==> config.mk <==
export PLATFORM = sky130hd
export DESIGN_NAME = los_detector
export DESIGN_NICKNAME = d
export VERILOG_FILES = /design/src/rtl/los_pkg.sv /design/src/rtl/los_classify.sv /design/src/rtl/los_persist.sv /design/src/rtl/los_squelch.sv /design/src/rtl/los_detector.sv
export SDC_FILE = /design/constraint.sdc
export NUM_CORES = 1
export LEC_CHECK = 0
export ABC_AREA = 1
export BUFFER_PORTS_ARGS = -buffer_cell sky130_fd_sc_hd__buf_2
export CAP_MARGIN = 20
export CORE_MARGIN = 2
export CORE_UTILIZATION = 40
export DETAILED_ROUTE_END_ITERATION = 10
export PLACE_DENSITY_LB_ADDON = 0.3
export SYNTH_ARGS = -nofsm -noshare
export SYNTH_HDL_FRONTEND = slang
export SYNTH_SLANG_ARGS = --single-unit
==> constraint.sdc <==
create_clock -name clk -period 3.5 [get_ports clk]
set_input_delay 0.175 -clock clk [delete_from_list [all_inputs] [get_ports clk]]
set_output_delay 0.175 -clock clk [all_outputs]
set_load 0.05 [all_outputs]
==> src/rtl/los_pkg.sv <==
package los_pkg;
  // Level class of one peak sample relative to the two thresholds
  typedef enum logic [1:0] {
    LVL_LOW  = 2'd0,
    LVL_MID  = 2'd1,
    LVL_HIGH = 2'd2
  } lvl_e;
endpackage

==> src/rtl/los_classify.sv <==
module los_classify
  import los_pkg::*;
#(
  parameter int PEAK_W    = 11,
  parameter int TH_ASSERT = 115,
  parameter int TH_CLEAR  = 129
) (
  input  logic [PEAK_W-1:0] peak,
  output lvl_e              lvl
);
  localparam logic [PEAK_W-1:0] LO_CODE = PEAK_W'(TH_ASSERT);
  localparam logic [PEAK_W-1:0] HI_CODE = PEAK_W'(TH_CLEAR);

  always_comb begin
    if (peak < LO_CODE)       lvl = LVL_LOW;
    else if (peak >= HI_CODE) lvl = LVL_HIGH;
    else                      lvl = LVL_MID;
  end
endmodule

==> src/rtl/los_persist.sv <==
module los_persist
  import los_pkg::*;
#(
  parameter int PERSIST = 110
) (
  input  logic clk,
  input  logic rst,
  input  logic stb,
  input  logic det_off,
  input  lvl_e lvl,
  output logic los_q,
  output logic los_nxt
);
  localparam int              CNT_W = $clog2(PERSIST + 1);
  localparam logic [CNT_W-1:0] LAST  = CNT_W'(PERSIST - 1);

  logic [CNT_W-1:0] cnt_q, cnt_d;
  logic             qual;

  always_comb begin
    cnt_d   = cnt_q;
    los_nxt = los_q;
    qual    = los_q ? (lvl == LVL_HIGH) : (lvl == LVL_LOW);
    if (det_off) begin
      cnt_d   = '0;
      los_nxt = 1'b0;
    end else if (stb) begin
      if (!qual) begin
        cnt_d = '0;
      end else if (cnt_q == LAST) begin
        cnt_d   = '0;
        los_nxt = ~los_q;
      end else begin
        cnt_d = cnt_q + 1'b1;
      end
    end
  end

  always_ff @(posedge clk) begin
    if (rst) begin
      cnt_q <= '0;
      los_q <= 1'b0;
    end else begin
      cnt_q <= cnt_d;
      los_q <= los_nxt;
    end
  end
endmodule

==> src/rtl/los_squelch.sv <==
module los_squelch (
  input  logic clk,
  input  logic rst,
  input  logic stb,
  input  logic los_nxt,
  input  logic din,
  output logic dout
);
  always_ff @(posedge clk) begin
    if (rst)      dout <= 1'b0;
    else if (stb) dout <= din & ~los_nxt;
  end
endmodule

==> src/rtl/los_detector.sv <==
module los_detector
  import los_pkg::*;
#(
  parameter int PEAK_W    = 11,
  parameter int TH_ASSERT = 115,
  parameter int TH_CLEAR  = 129,
  parameter int PERSIST   = 110
) (
  input  logic              clk,
  input  logic              rst,
  input  logic              ui_stb,
  input  logic [PEAK_W-1:0] peak_code,
  input  logic              rx_bit,
  input  logic              mon_mode,
  input  logic              loc_loop,
  output logic              los,
  output logic              rx_bit_sq
);
  lvl_e lvl;
  logic det_off;
  logic los_nxt;

  assign det_off = mon_mode | loc_loop;

  los_classify #(
    .PEAK_W   (PEAK_W),
    .TH_ASSERT(TH_ASSERT),
    .TH_CLEAR (TH_CLEAR)
  ) u_classify (
    .peak(peak_code),
    .lvl (lvl)
  );

  los_persist #(
    .PERSIST(PERSIST)
  ) u_persist (
    .clk    (clk),
    .rst    (rst),
    .stb    (ui_stb),
    .det_off(det_off),
    .lvl    (lvl),
    .los_q  (los),
    .los_nxt(los_nxt)
  );

  los_squelch u_squelch (
    .clk    (clk),
    .rst    (rst),
    .stb    (ui_stb),
    .los_nxt(los_nxt),
    .din    (rx_bit),
    .dout   (rx_bit_sq)
  );
endmodule

### After elaboration in Yosys (flattened, before gate mapping)

Index checks and enable logic that the tools add are counted.

* $add $sub $neg: 1
* bitwise operators: 4
* reductions and logical operators: 2
* eq/ne operators: 2
* muxes and demuxes: 9
* $lt $le $gt $ge: 2

Operators with widths (count)
* $mux W7: 2
* $ge A11 B8 Y1 const B: 1
* $lt A11 B7 Y1 const B: 1
* $add A7 B1 Y7 const B: 1
* $eq A7 B7 Y1 const B: 1
* $mux W1: 5
* $mux W2: 2
* $eq A2 B2 Y1 const B: 1
* $logic_not A2 Y1: 1
* $not A1 Y1: 2
* $reduce_or A2 Y1: 1
* $and A1 B1 Y1: 1
* $or A1 B1 Y1: 1

* input bits: 17
* output and inout port bits: 2
* bits in registers: 9
* word-level logic and storage cells: 23

### Longest topological paths before layout

Gate-level depths: netlist of the first run.

* word-level depth: 10
* gate-level depth with buffers: 12
* depth with buffers taken out: 12

### Hierarchy

Synthesis of the first run repeated with hierarchy kept, for this count alone.

* cell total of the unflattened synthesis: 99
* area total of the unflattened synthesis: 638.1 µm²

By module, submodules not included
* los_persist: area an instance 488.0 µm², sequential area each 160.2 µm², times used 1, cells an instance 71
* los_classify: area an instance 95.1 µm², sequential area each 0.0 µm², times used 1, cells an instance 19
* los_squelch: area an instance 43.8 µm², sequential area each 20.0 µm², times used 1, cells an instance 6
* los_detector: area an instance 11.3 µm², sequential area each 0.0 µm², times used 1, cells an instance 3

### Worst setup path before layout of the first run

OpenSTA, ideal clock, no wires.

* path kind: register -> register
* from: reg u_persist.cnt_q[0]
* to: reg u_persist.cnt_q[6]
* data required time: 3379 ps
* buffers on the path: 0
* clock period less this slack: 1267 ps
* arrival: 1145 ps
* path slack: 2233 ps
* stages on the path, launching flop included: 8
* setup time: 121 ps
* cells stage by stage: dfxtp_1 > ha_1 > inv_1 > nor3_1 > nand2_1 > xor2_1 > nand3_1 > a21oi_1

* cells in the longest elaborated chain, start to end: 3
* elaborated cells on any way between the ends: 4
* those cells by class: 1 x add/sub; 1 x eq/ne; 2 x mux

Ends and longest elaborated chain
* start: declaration: RTL line los_persist.sv:17 `logic [CNT_W-1:0] cnt_q, cnt_d;`
* start signal: assignment: RTL line los_persist.sv:44 `cnt_q <= cnt_d;`
* $add A7 B1 Y7 / $eq A7 B7 Y1 (equally long branches): RTL line los_persist.sv:34, los_persist.sv:30
* $mux W7 *: RTL line los_persist.sv:30 `end else if (cnt_q == LAST) begin`
* $mux W7 *: RTL line los_persist.sv:28 `if (!qual) begin`

Mark *: on every way between the ends. The rest lies on a longest branch, timed or not.
A chain may end at the register's enable or synchronous reset.

### Final worst setup path of the first run

Same ends and word-level chain as after synthesis.

==> results of run 1 <==
cells in the final DEF (no fill, tap or decap):
| cell type | count |
|---|---|
| nand4_1 | 1 |
| nor3_2 | 1 |
| ha_1 | 2 |
| a21oi_1 | 8 |
| nand3b_1 | 2 |
| nand2_2 | 2 |
| o21ai_0 | 1 |
| xnor2_1 | 1 |
| a21oi_2 | 1 |
| nand3_1 | 6 |
| clkbuf_4 | 3 |
| dfxtp_1 | 9 |
| nor2_2 | 1 |
| nor3_1 | 2 |
| buf_2 | 18 |
| nor2_1 | 13 |
| clkbuf_1 | 1 |
| inv_1 | 12 |
| xor2_1 | 2 |
| nand2_1 | 29 |
stage by stage:
| step | instances | area, sq um | worst slack (ns) | utilization |
|---|---|---|---|---|
| 2_1_floorplan | 93 | 578.1 | 2.233 | - |
| 3_3_place_gp | 126 | 686.9 | 2.161 | 0.5214 |
| 3_5_place_dp | 126 | 686.9 | 2.125 | 0.5214 |
| 4_1_cts | 130 | 713.2 | 2.108 | 0.5413 |
| 5_1_grt | 130 | 713.2 | 1.963 | 0.5413 |
| 6_report | 130 | 713.2 | 2.096 | 0.5413 |
worst max-delay path by stage:
| stage | from | to | slack [ns] | depth (start not counted) |
|---|---|---|---|---|
| after floorplan | u_persist.cnt_q[0]$_SDFFE_PP0P_ | u_persist.cnt_q[6]$_SDFFE_PP0P_ | 2.23 | 7 |
| after global placement | u_persist.cnt_q[0]$_SDFFE_PP0P_ | u_persist.cnt_q[6]$_SDFFE_PP0P_ | 2.16 | 7 |
| after detailed placement | u_persist.cnt_q[0]$_SDFFE_PP0P_ | u_persist.cnt_q[6]$_SDFFE_PP0P_ | 2.13 | 7 |
| after CTS | u_persist.cnt_q[0]$_SDFFE_PP0P_ | u_persist.cnt_q[6]$_SDFFE_PP0P_ | 2.11 | 7 |
| after global routing | u_persist.cnt_q[1]$_SDFFE_PP0P_ | u_persist.cnt_q[6]$_SDFFE_PP0P_ | 1.96 | 7 |
| final | u_persist.cnt_q[0]$_SDFFE_PP0P_ | u_persist.cnt_q[6]$_SDFFE_PP0P_ | 2.10 | 7 |
logic make-up (layout without fill, tap and decap cells):
logic type | count (synthesis) | in the layout | share of synthesized area
xor+xnor | 3 | 3 | 0.04546
simple gates | 57 | 57 | 0.4286
fa+ha+maj | 2 | 2 | 0.04328
buf+inv | 12 | 34 | 0.07792
flops | 9 | 9 | 0.3117
compound gates | 10 | 10 | 0.09307
final cells by class:
type / count / area, sq um
Sequential cell: 9 / 180.2
Tap cell: 15 / 18.77
Fill cell: 130 / 604.3
Timing Repair Buffer: 18 / 90.09
Clock buffer: 4 / 26.28
Inverter: 12 / 45.04
Multi-Input combinational cell: 72 / 352.8
metal layers:
metal | share of wire | vias up | GRT usage
met3 | 0.051 | 3 | 0.02586
met5 | 0 | - | 0
met4 | 0.019 | 0 | 0.09375
met2 | 0.49 | 13 | 0.2594
met1 | 0.44 | 271 | 0.1873
li1 | - | 335 | -
state kept, by name (all words and copies together), names as in the netlist:
name,cells
u_persist.cnt_q,7
u_persist.los_q,1
u_squelch.dout,1
worst max-delay path, stage by stage, from the launching register on:
cell and delay [ns]:
dfxtp_1 0.39, ha_1 0.22, inv_1 0.07, nor3_1 0.23, nand2_1 0.10, xor2_1 0.13
nand3_1 0.08, a21oi_1 0.12
report_power, final:
group / switching [mW] / internal, mW / total, mW
logic: 0.0145 / 0.0102 / 0.0246
registers: 0.000330 / 0.103 / 0.103
clock network: 0.0401 / 0.0442 / 0.0843
==> qor.yml, run 1 <==
timing:
  clock_skew_ns: 0.0004369
  max_freq_mhz: 712.4
  timing.hold.ws_ns: 0.08589
  worst_pin_slew_ns: 0.2870
  fin_crit_sh: 0.4011
  slew_headroom: 0.8085
  setup_violations: 0
  finalSetupTns_ns: 0
  period_minus_slack_ns: 1.404
  maxSlewViolCount: 0
  timing.final.hold_violations: 0
  rsz0062_at_grt: "no"
global_route:
  grt_pass1_wl_um: 2139
  grt_max_degree: 10
  globalRouteOverflowTotal: 0
  grt_pass1_vias: 548
  grt_use_total: 0.1561
  antenna_found_initial: 0
setup_path:
  setup.worst_path.class: "reg2reg"
  timing.rr.start: "u_persist.cnt_q[0]$_SDFFE_PP0P_"
  reg2reg_depth: 7
  r2r_setup_slack_ns: 2.10
  arrival_ns: 1.61
  crit_path_start_kind: "register"
  cp-end-kind: "register"
  cp.required_ns: 3.70
  cp_max_fo: 5
  r2r-end: "u_persist.cnt_q[6]$_SDFFE_PP0P_"
routing:
  wl_um: 1204
  post-route-drc-count: 0
  drt-vias-per-instance: 4.785
  drt_first_pass_iters: 4
  antenna_left: 0
  via_count: 622
  routedWlPerCell_um: 9.262
  drt_iter0_markers: 19
layout:
  nets: 135
  area_growth_pct: 23.38
  n_antenna_cell: 0
  drive_gt1_frac: 0.2261
synthesis:
  synth_area_leaders: "dfxtp_1 31%, nand2_1 19%, nor2_1 8.4%, inv_1 7.8%, a21oi_1 6.9%"
  syn-mean-instance-area_sq_um: 6.216
  synthCells: 93
  synth_edf_count: 0
  synth.most_common_cell: "nand2_1"
  netlist_area_sq_um: 578.1
  yosys-top-cells-count: "29 x nand2_1, 13 x nor2_1, 12 x inv_1, 9 x dfxtp_1, 8 x a21oi_1"
  synth_ff_type: "dfxtp_1"
  yosysTopAreaCell: "dfxtp_1"
  syn_nets: 112
  ys_ff_latch: 9
  synth_top_area_frac: 0.3117
  synth_cell_types: 17
  yosysSeqAreaShare: 0.3117
  yosysWarnings: 0
  synth-async-reset-ratio: 0
cts:
  clkLatencyLatePin_ns: 0.27
  cts_resized: 0
  cts_tree: "yes"
  cts_buffer_depth: 2
  clock-sinks: 9
  cts-htree-levels: 1
  clk_pin_slew_ns: 0.06
  postCtsHoldBufs: 0
  cts_made_buffers: 3
  cts_setup_buffers: 0
  cts_root_buf: "clkbuf_4"
die:
  row_count: 13
  die_y_um: 42.02
  start_util: 0.4387
  core_area_sq_um: 1318
  io-pin-count: 19
  die_w_um: 42.02
  dieArea_sq_um: 1765
pwr:
  power.density_nw_per_um2: 297.6
  peakVddDrop_uv: 186.1
  totalPowerFinal_mw: 0.2123
  p_leak_nw: 0.2968
run:
  maxCapViolCount: 0
hold_path:
  hold_path_depth: 2
  hold-path-endpoint: "u_squelch.dout$_SDFFE_PP0P_"
  hold_path.class: "in2reg"
  min_from: "rst"
placed_design:
  gp_congestion: 0.8388
  hpwl_um: 908.2
  io_buffers: 18
run_status:
  status: "completed"
(Power assumes the default switching activity.)
==> run 2: changes to the inputs <==
Clock period 3.5 ns to 1.3 ns, I/O delays scaled along.
==> qor.yml, run 2 (synthesized netlist as in run 1, its figures left out) <==
cts:
  clock-sinks: 9
  clk_pin_slew_ns: 0.06
  cts_setup_buffers: 0
  clkLatencyLatePin_ns: 0.27
  cts_tree: "yes"
  cts-htree-levels: 1
  cts_buffer_depth: 2
  cts_made_buffers: 3
  cts_root_buf: "clkbuf_4"
pwr:
  p_sw_frac: 0.2605
  p_sw_mw: 0.1501
  peakVddDrop_uv: 783.4
  power.density_nw_per_um2: 715.2
  seq_power_share: 0.479
  p_leak_nw: 0.3475
  combPwrFrac: 0.129
  p_clk_frac: 0.391
  p_int_mw: 0.4262
routing:
  via_count: 656
  drt-vias-per-instance: 4.824
  routedWlPerCell_um: 10.04
  post-route-drc-count: 0
  wl_um: 1366
  drt_iter0_markers: 9
  antenna_left: 0
  drt_first_pass_iters: 4
timing:
  slew_headroom: 0.8404
  period_minus_slack_ns: 1.354
  maxSlewViolCount: 0
  fin_ws_ns: -0.05360
  clock_skew_ns: 0.001093
  worst_pin_slew_ns: 0.2392
  finalSetupTns_ns: -0.05360
  setup_violations: 1
  max_freq_mhz: 738.8
  timing.final.hold_violations: 0
  fin_crit_sh: 1.041
  rsz0062_at_grt: "yes"
placed_design:
  dpl_cell_area_sq_um: 724.4
  gp_congestion: 0.7889
  io_buffers: 18
  hpwl_um: 1017
setup_path:
  crit_path_start_kind: "register"
  path_common_cell: "nand2_2"
  arrival_ns: 1.56
  slowest_delay_ns: 0.34
  worstPathCellList: "inv_2, ha_4, nand2_4, nor2_4, nand2_2, nor2_2, nand3_1, nand2_1, nand2_1, nand2_2, nand2_2, a21oi_2"
  setup.worst_path.class: "reg2reg"
  slowest_stage: "dfxtp_2"
  cp.required_ns: 1.51
  cp_max_fo: 4
  cp-end-kind: "register"
layout:
  top_register: "u_persist.cnt_q"
  layout_common_cells: "25 x nand2_1, 18 x buf_2, 12 x nor2_1, 10 x inv_1, 8 x a21oi_1"
  nets: 141
  n_antenna_cell: 0
  top_regs: "u_persist.cnt_q (7), u_persist.los_q (1), u_squelch.dout (1)"
  final_common_cell: "nand2_1"
  design_area_sq_um: 805.8
  largest_reg_flops: 7
  drive_gt1_frac: 0.3471
  area_growth_pct: 39.39
die:
  die_y_um: 42.02
  row_count: 13
  start_util: 0.4387
  die_w_um: 42.02
  core_area_sq_um: 1318
  io-pin-count: 19
  dieArea_sq_um: 1765
global_route:
  antenna_found_initial: 0
  grt_pass1_wl_um: 2449
  grt_pass1_vias: 608
  globalRouteOverflowTotal: 0
  grt_max_degree: 9
  grt_use_total: 0.1792
hold_path:
  hold_path.class: "in2reg"
run_status:
  violations: "setup timing"
  status: "complete, but fails checks"
run:
  maxCapViolCount: 0
-- run 2: cell types whose count changed in the layout (fill, tap and decap cells not counted), sizes merged --
cell	delta
buf	+5
dlygate4sd3	+1
-- run 2: through the flow --
stage / setup WS (ns) / hold WS [ns] / instances / total power [mW] / util
6_report: -0.05360 / 0.08376 / 136 / 0.5763 / 0.6116
5_1_grt: -0.1373 / 0.1166 / 136 / 0.5952 / 0.6116
4_1_cts: -0.03106 / 0.07470 / 136 / 0.5801 / 0.5831
3_5_place_dp: -0.04498 / 0.2641 / 131 / 0.3554 / 0.5499
3_3_place_gp: 0.0001702 / 0.2576 / 131 / 0.3528 / 0.5499
2_1_floorplan: 0.03342 / 0.1274 / 93 / 0.3164 / -
-- run 2: what timing repair did --
action	4_1_cts	5_1_grt
hold buffers	1	0
endpoints found under the hold margin	2	0
setup endpoints to repair	6	9
pin swaps	0	5
resized for setup	4	11
-- run 2: power by group through the flow --
stage / Combinational (mW) / Clock, mW / Sequential (mW)
2_1_floorplan: 0.0260 / 0 / 0.290
3_3_place_gp: 0.0684 / 0 / 0.284
3_5_place_dp: 0.0708 / 0 / 0.285
4_1_cts: 0.0738 / 0.228 / 0.278
5_1_grt: 0.0842 / 0.235 / 0.276
6_report: 0.0745 / 0.226 / 0.276
-- run 2: path summary, 6_finish.rpt --
check / endpoint / cells past startpoint / slack [ns] / startpoint
min reg2reg: u_persist.cnt_q[6]$_SDFFE_PP0P_ / 2 / 0.47 / u_persist.cnt_q[6]$_SDFFE_PP0P_
max reg2reg: u_squelch.dout$_SDFFE_PP0P_ / 12 / -0.05 / u_persist.cnt_q[1]$_SDFFE_PP0P_
min: u_persist.los_q$_SDFF_PP0_ / 4 / 0.08 / mon_mode
max: u_squelch.dout$_SDFFE_PP0P_ / 12 / -0.05 / u_persist.cnt_q[1]$_SDFFE_PP0P_
-- run 2: metal layers --
layer	GRT usage	share of wire
met4	0.09375	0.021
met3	0.04310	0.041
met2	0.3063	0.51
met1	0.2059	0.42
met5	0	0
-- run 2: final cells by class --
| type | count | area [sq um] |
|---|---|---|
| timing repair buffer | 24 | 137.6 |
| clock buffer | 4 | 26.28 |
| inverter | 12 | 45.04 |
| fill | 133 | 511.7 |
| multi-input combinational | 72 | 392.9 |
| sequential | 9 | 185.2 |
| tap | 15 | 18.77 |
-- run 2: worst max-delay path, delay by kind of cell, from the launching register on --
| kind | cells | cell delay, ns |
|---|---|---|
| AND/OR/NAND/NOR | 9 | 0.63 |
| flip-flops | 1 | 0.34 |
| adder cells (fa/ha/maj) | 1 | 0.13 |
| AO/OA/AOI/OAI | 1 | 0.12 |
| buffers and inverters | 1 | 0.06 |
==> run 3: changes to the inputs <==
Settings changed: RECOVER_POWER from default to 25.
Clock period 1.3 ns to 1.49 ns, I/O delays scaled along.
==> qor.yml, run 3 (synthesized netlist as in run 1, its figures left out) <==
run_status:
  status: "completed"
layout:
  n_antenna_cell: 0
  final.fill_count: 126
  largest_reg_flops: 7
  top_regs: "u_persist.cnt_q (7), u_persist.los_q (1), u_squelch.dout (1)"
  top_register: "u_persist.cnt_q"
  final_common_cell: "nand2_1"
  nets: 136
  layout_common_cells: "29 x nand2_1, 16 x buf_2, 13 x nor2_1, 11 x inv_1, 9 x dfxtp_1"
  drive_gt1_frac: 0.2241
  area_growth_pct: 25.54
setup_path:
  cp_max_fo: 5
  cp.required_ns: 1.69
  path_common_cell: "nand2_1"
  setup.worst_path.class: "reg2reg"
  crit_path_start_kind: "register"
  reg2reg_depth: 11
  worstPathCellList: "ha_1, nand2_1, nor2_1, nand2_1, nor2_2, nand3_1, nand2_1, nand2_1, nand2_1, nand2_1, a21oi_2"
  path_buf_inv: 0
  cp_top_family: "simple AND/OR/NAND/NOR gates"
  slowest_stage: "dfxtp_1"
  slowest_delay_ns: 0.39
  arrival_ns: 1.58
  cp-end-kind: "register"
  cp.depth: 11
placed_design:
  place_ws_ns: 0.1153
  gp_congestion: 0.8389
  io_buffers: 18
  hpwl_um: 908.2
routing:
  routedWlPerCell_um: 9.511
  drt_iter0_markers: 12
  wl_um: 1246
  post-route-drc-count: 0
  drt-vias-per-instance: 4.840
  antenna_left: 0
  drt_first_pass_iters: 4
  via_count: 634
hold_path:
  hold_path_depth: 4
  hold_path.class: "in2reg"
die:
  row_count: 13
  io-pin-count: 19
  dieArea_sq_um: 1765
  die_y_um: 42.02
  start_util: 0.4387
  die_w_um: 42.02
  core_area_sq_um: 1318
cts:
  cts-htree-levels: 1
  cts_made_buffers: 3
  cts_root_buf: "clkbuf_4"
  cts_buffer_depth: 2
  clk_pin_slew_ns: 0.06
  cts_setup_buffers: 0
  clock-sinks: 9
  clkLatencyLatePin_ns: 0.27
  cts_tree: "yes"
timing:
  fin_crit_sh: 0.9244
  clock_skew_ns: 0.001212
  fin_ws_ns: 0.1126
  maxSlewViolCount: 0
  period_minus_slack_ns: 1.377
  slew_headroom: 0.6102
  setup_violations: 0
  timing.final.hold_violations: 0
  max_freq_mhz: 726.0
  worst_pin_slew_ns: 0.5872
global_route:
  antenna_found_initial: 0
  grt_max_degree: 10
  grt_pass1_vias: 544
  globalRouteOverflowTotal: 0
  grt_pass1_wl_um: 2152
  grt_use_total: 0.1579
pwr:
  power.density_nw_per_um2: 688.6
  totalPowerFinal_mw: 0.4997
  peakVddDrop_uv: 441.5
  p_leak_nw: 0.2916
run:
  maxCapViolCount: 0
## run 3: cell count changes in the layout (fill, tap and decap cells not counted), moves of 2 or more
| cell | before | now |
|---|---|---|
| buf_4 | 5 | 0 |
| nand2_1 | 25 | 29 |
| nand2_2 | 5 | 2 |
| buf_2 | 18 | 16 |
| clkbuf_1 | 1 | 3 |
| dfxtp_1 | 7 | 9 |
## run 3: path summary, 6_finish.rpt
kind / slack, ns / endpoint / from
max: 0.11 / u_squelch.dout$_SDFFE_PP0P_ / u_persist.cnt_q[0]$_SDFFE_PP0P_
min reg2reg: 0.48 / u_persist.cnt_q[6]$_SDFFE_PP0P_ / u_persist.cnt_q[6]$_SDFFE_PP0P_
max reg2reg: 0.11 / u_squelch.dout$_SDFFE_PP0P_ / u_persist.cnt_q[0]$_SDFFE_PP0P_
min: 0.08 / u_persist.los_q$_SDFF_PP0_ / mon_mode
## run 3: where the power goes
| part | internal (mW) | switching [mW] |
|---|---|---|
| clock | 0.104 | 0.0932 |
| sequential | 0.242 | 0.000818 |
| combinational | 0.0253 | 0.0347 |
| total | 0.371 | 0.129 |
## run 3: what timing repair did
action,4_1_cts,5_1_grt
hold endpoints to repair,2,0
endpoints found under the setup margin,0,3
gates resized for setup,0,2
hold buffers,1,0
## run 3: layout make-up
type / count / area, sq um / share of cell area
Sequential cell: 9 / 180.2 / 0.2483
Tap cell: 15 / 18.77 / 0.02586
Multi-Input combinational cell: 72 / 357.8 / 0.4931
Timing Repair Buffer: 19 / 97.59 / 0.1345
Inverter: 12 / 45.04 / 0.06207
Clock buffer: 4 / 26.28 / 0.03621
## run 3: through the flow
step / TNS, ns / cell area [sq um] / hold WS, ns / cells / util
floorplan: 0 / 578.1 / 0.1369 / 93 / -
global placement: 0 / 686.9 / 0.2636 / 126 / 0.5214
detailed placement: 0 / 686.9 / 0.2692 / 126 / 0.5214
CTS: 0 / 723.2 / 0.07941 / 131 / 0.5489
global route: -0.001523 / 725.7 / 0.1135 / 131 / 0.5508
finish: 0 / 725.7 / 0.08409 / 131 / 0.5508
## run 3: routing by layer
layer	GRT usage	vias up	routed length, um	part of all wire
met2	0.2625	17	619	0.50
li1	-	338	-	-
met5	0	-	0	0
met4	0.09375	0	35	0.028
met1	0.1900	275	515	0.41
met3	0.02586	4	75	0.060
## run 3: worst register-to-register path: cells and delay by family, from the launching register on
family | cells | cell delay, ns
AND/OR/NAND/NOR | 9 | 0.64
flip-flops | 1 | 0.39
adder cells (fa/ha/maj) | 1 | 0.17
AO/OA/AOI/OAI | 1 | 0.11
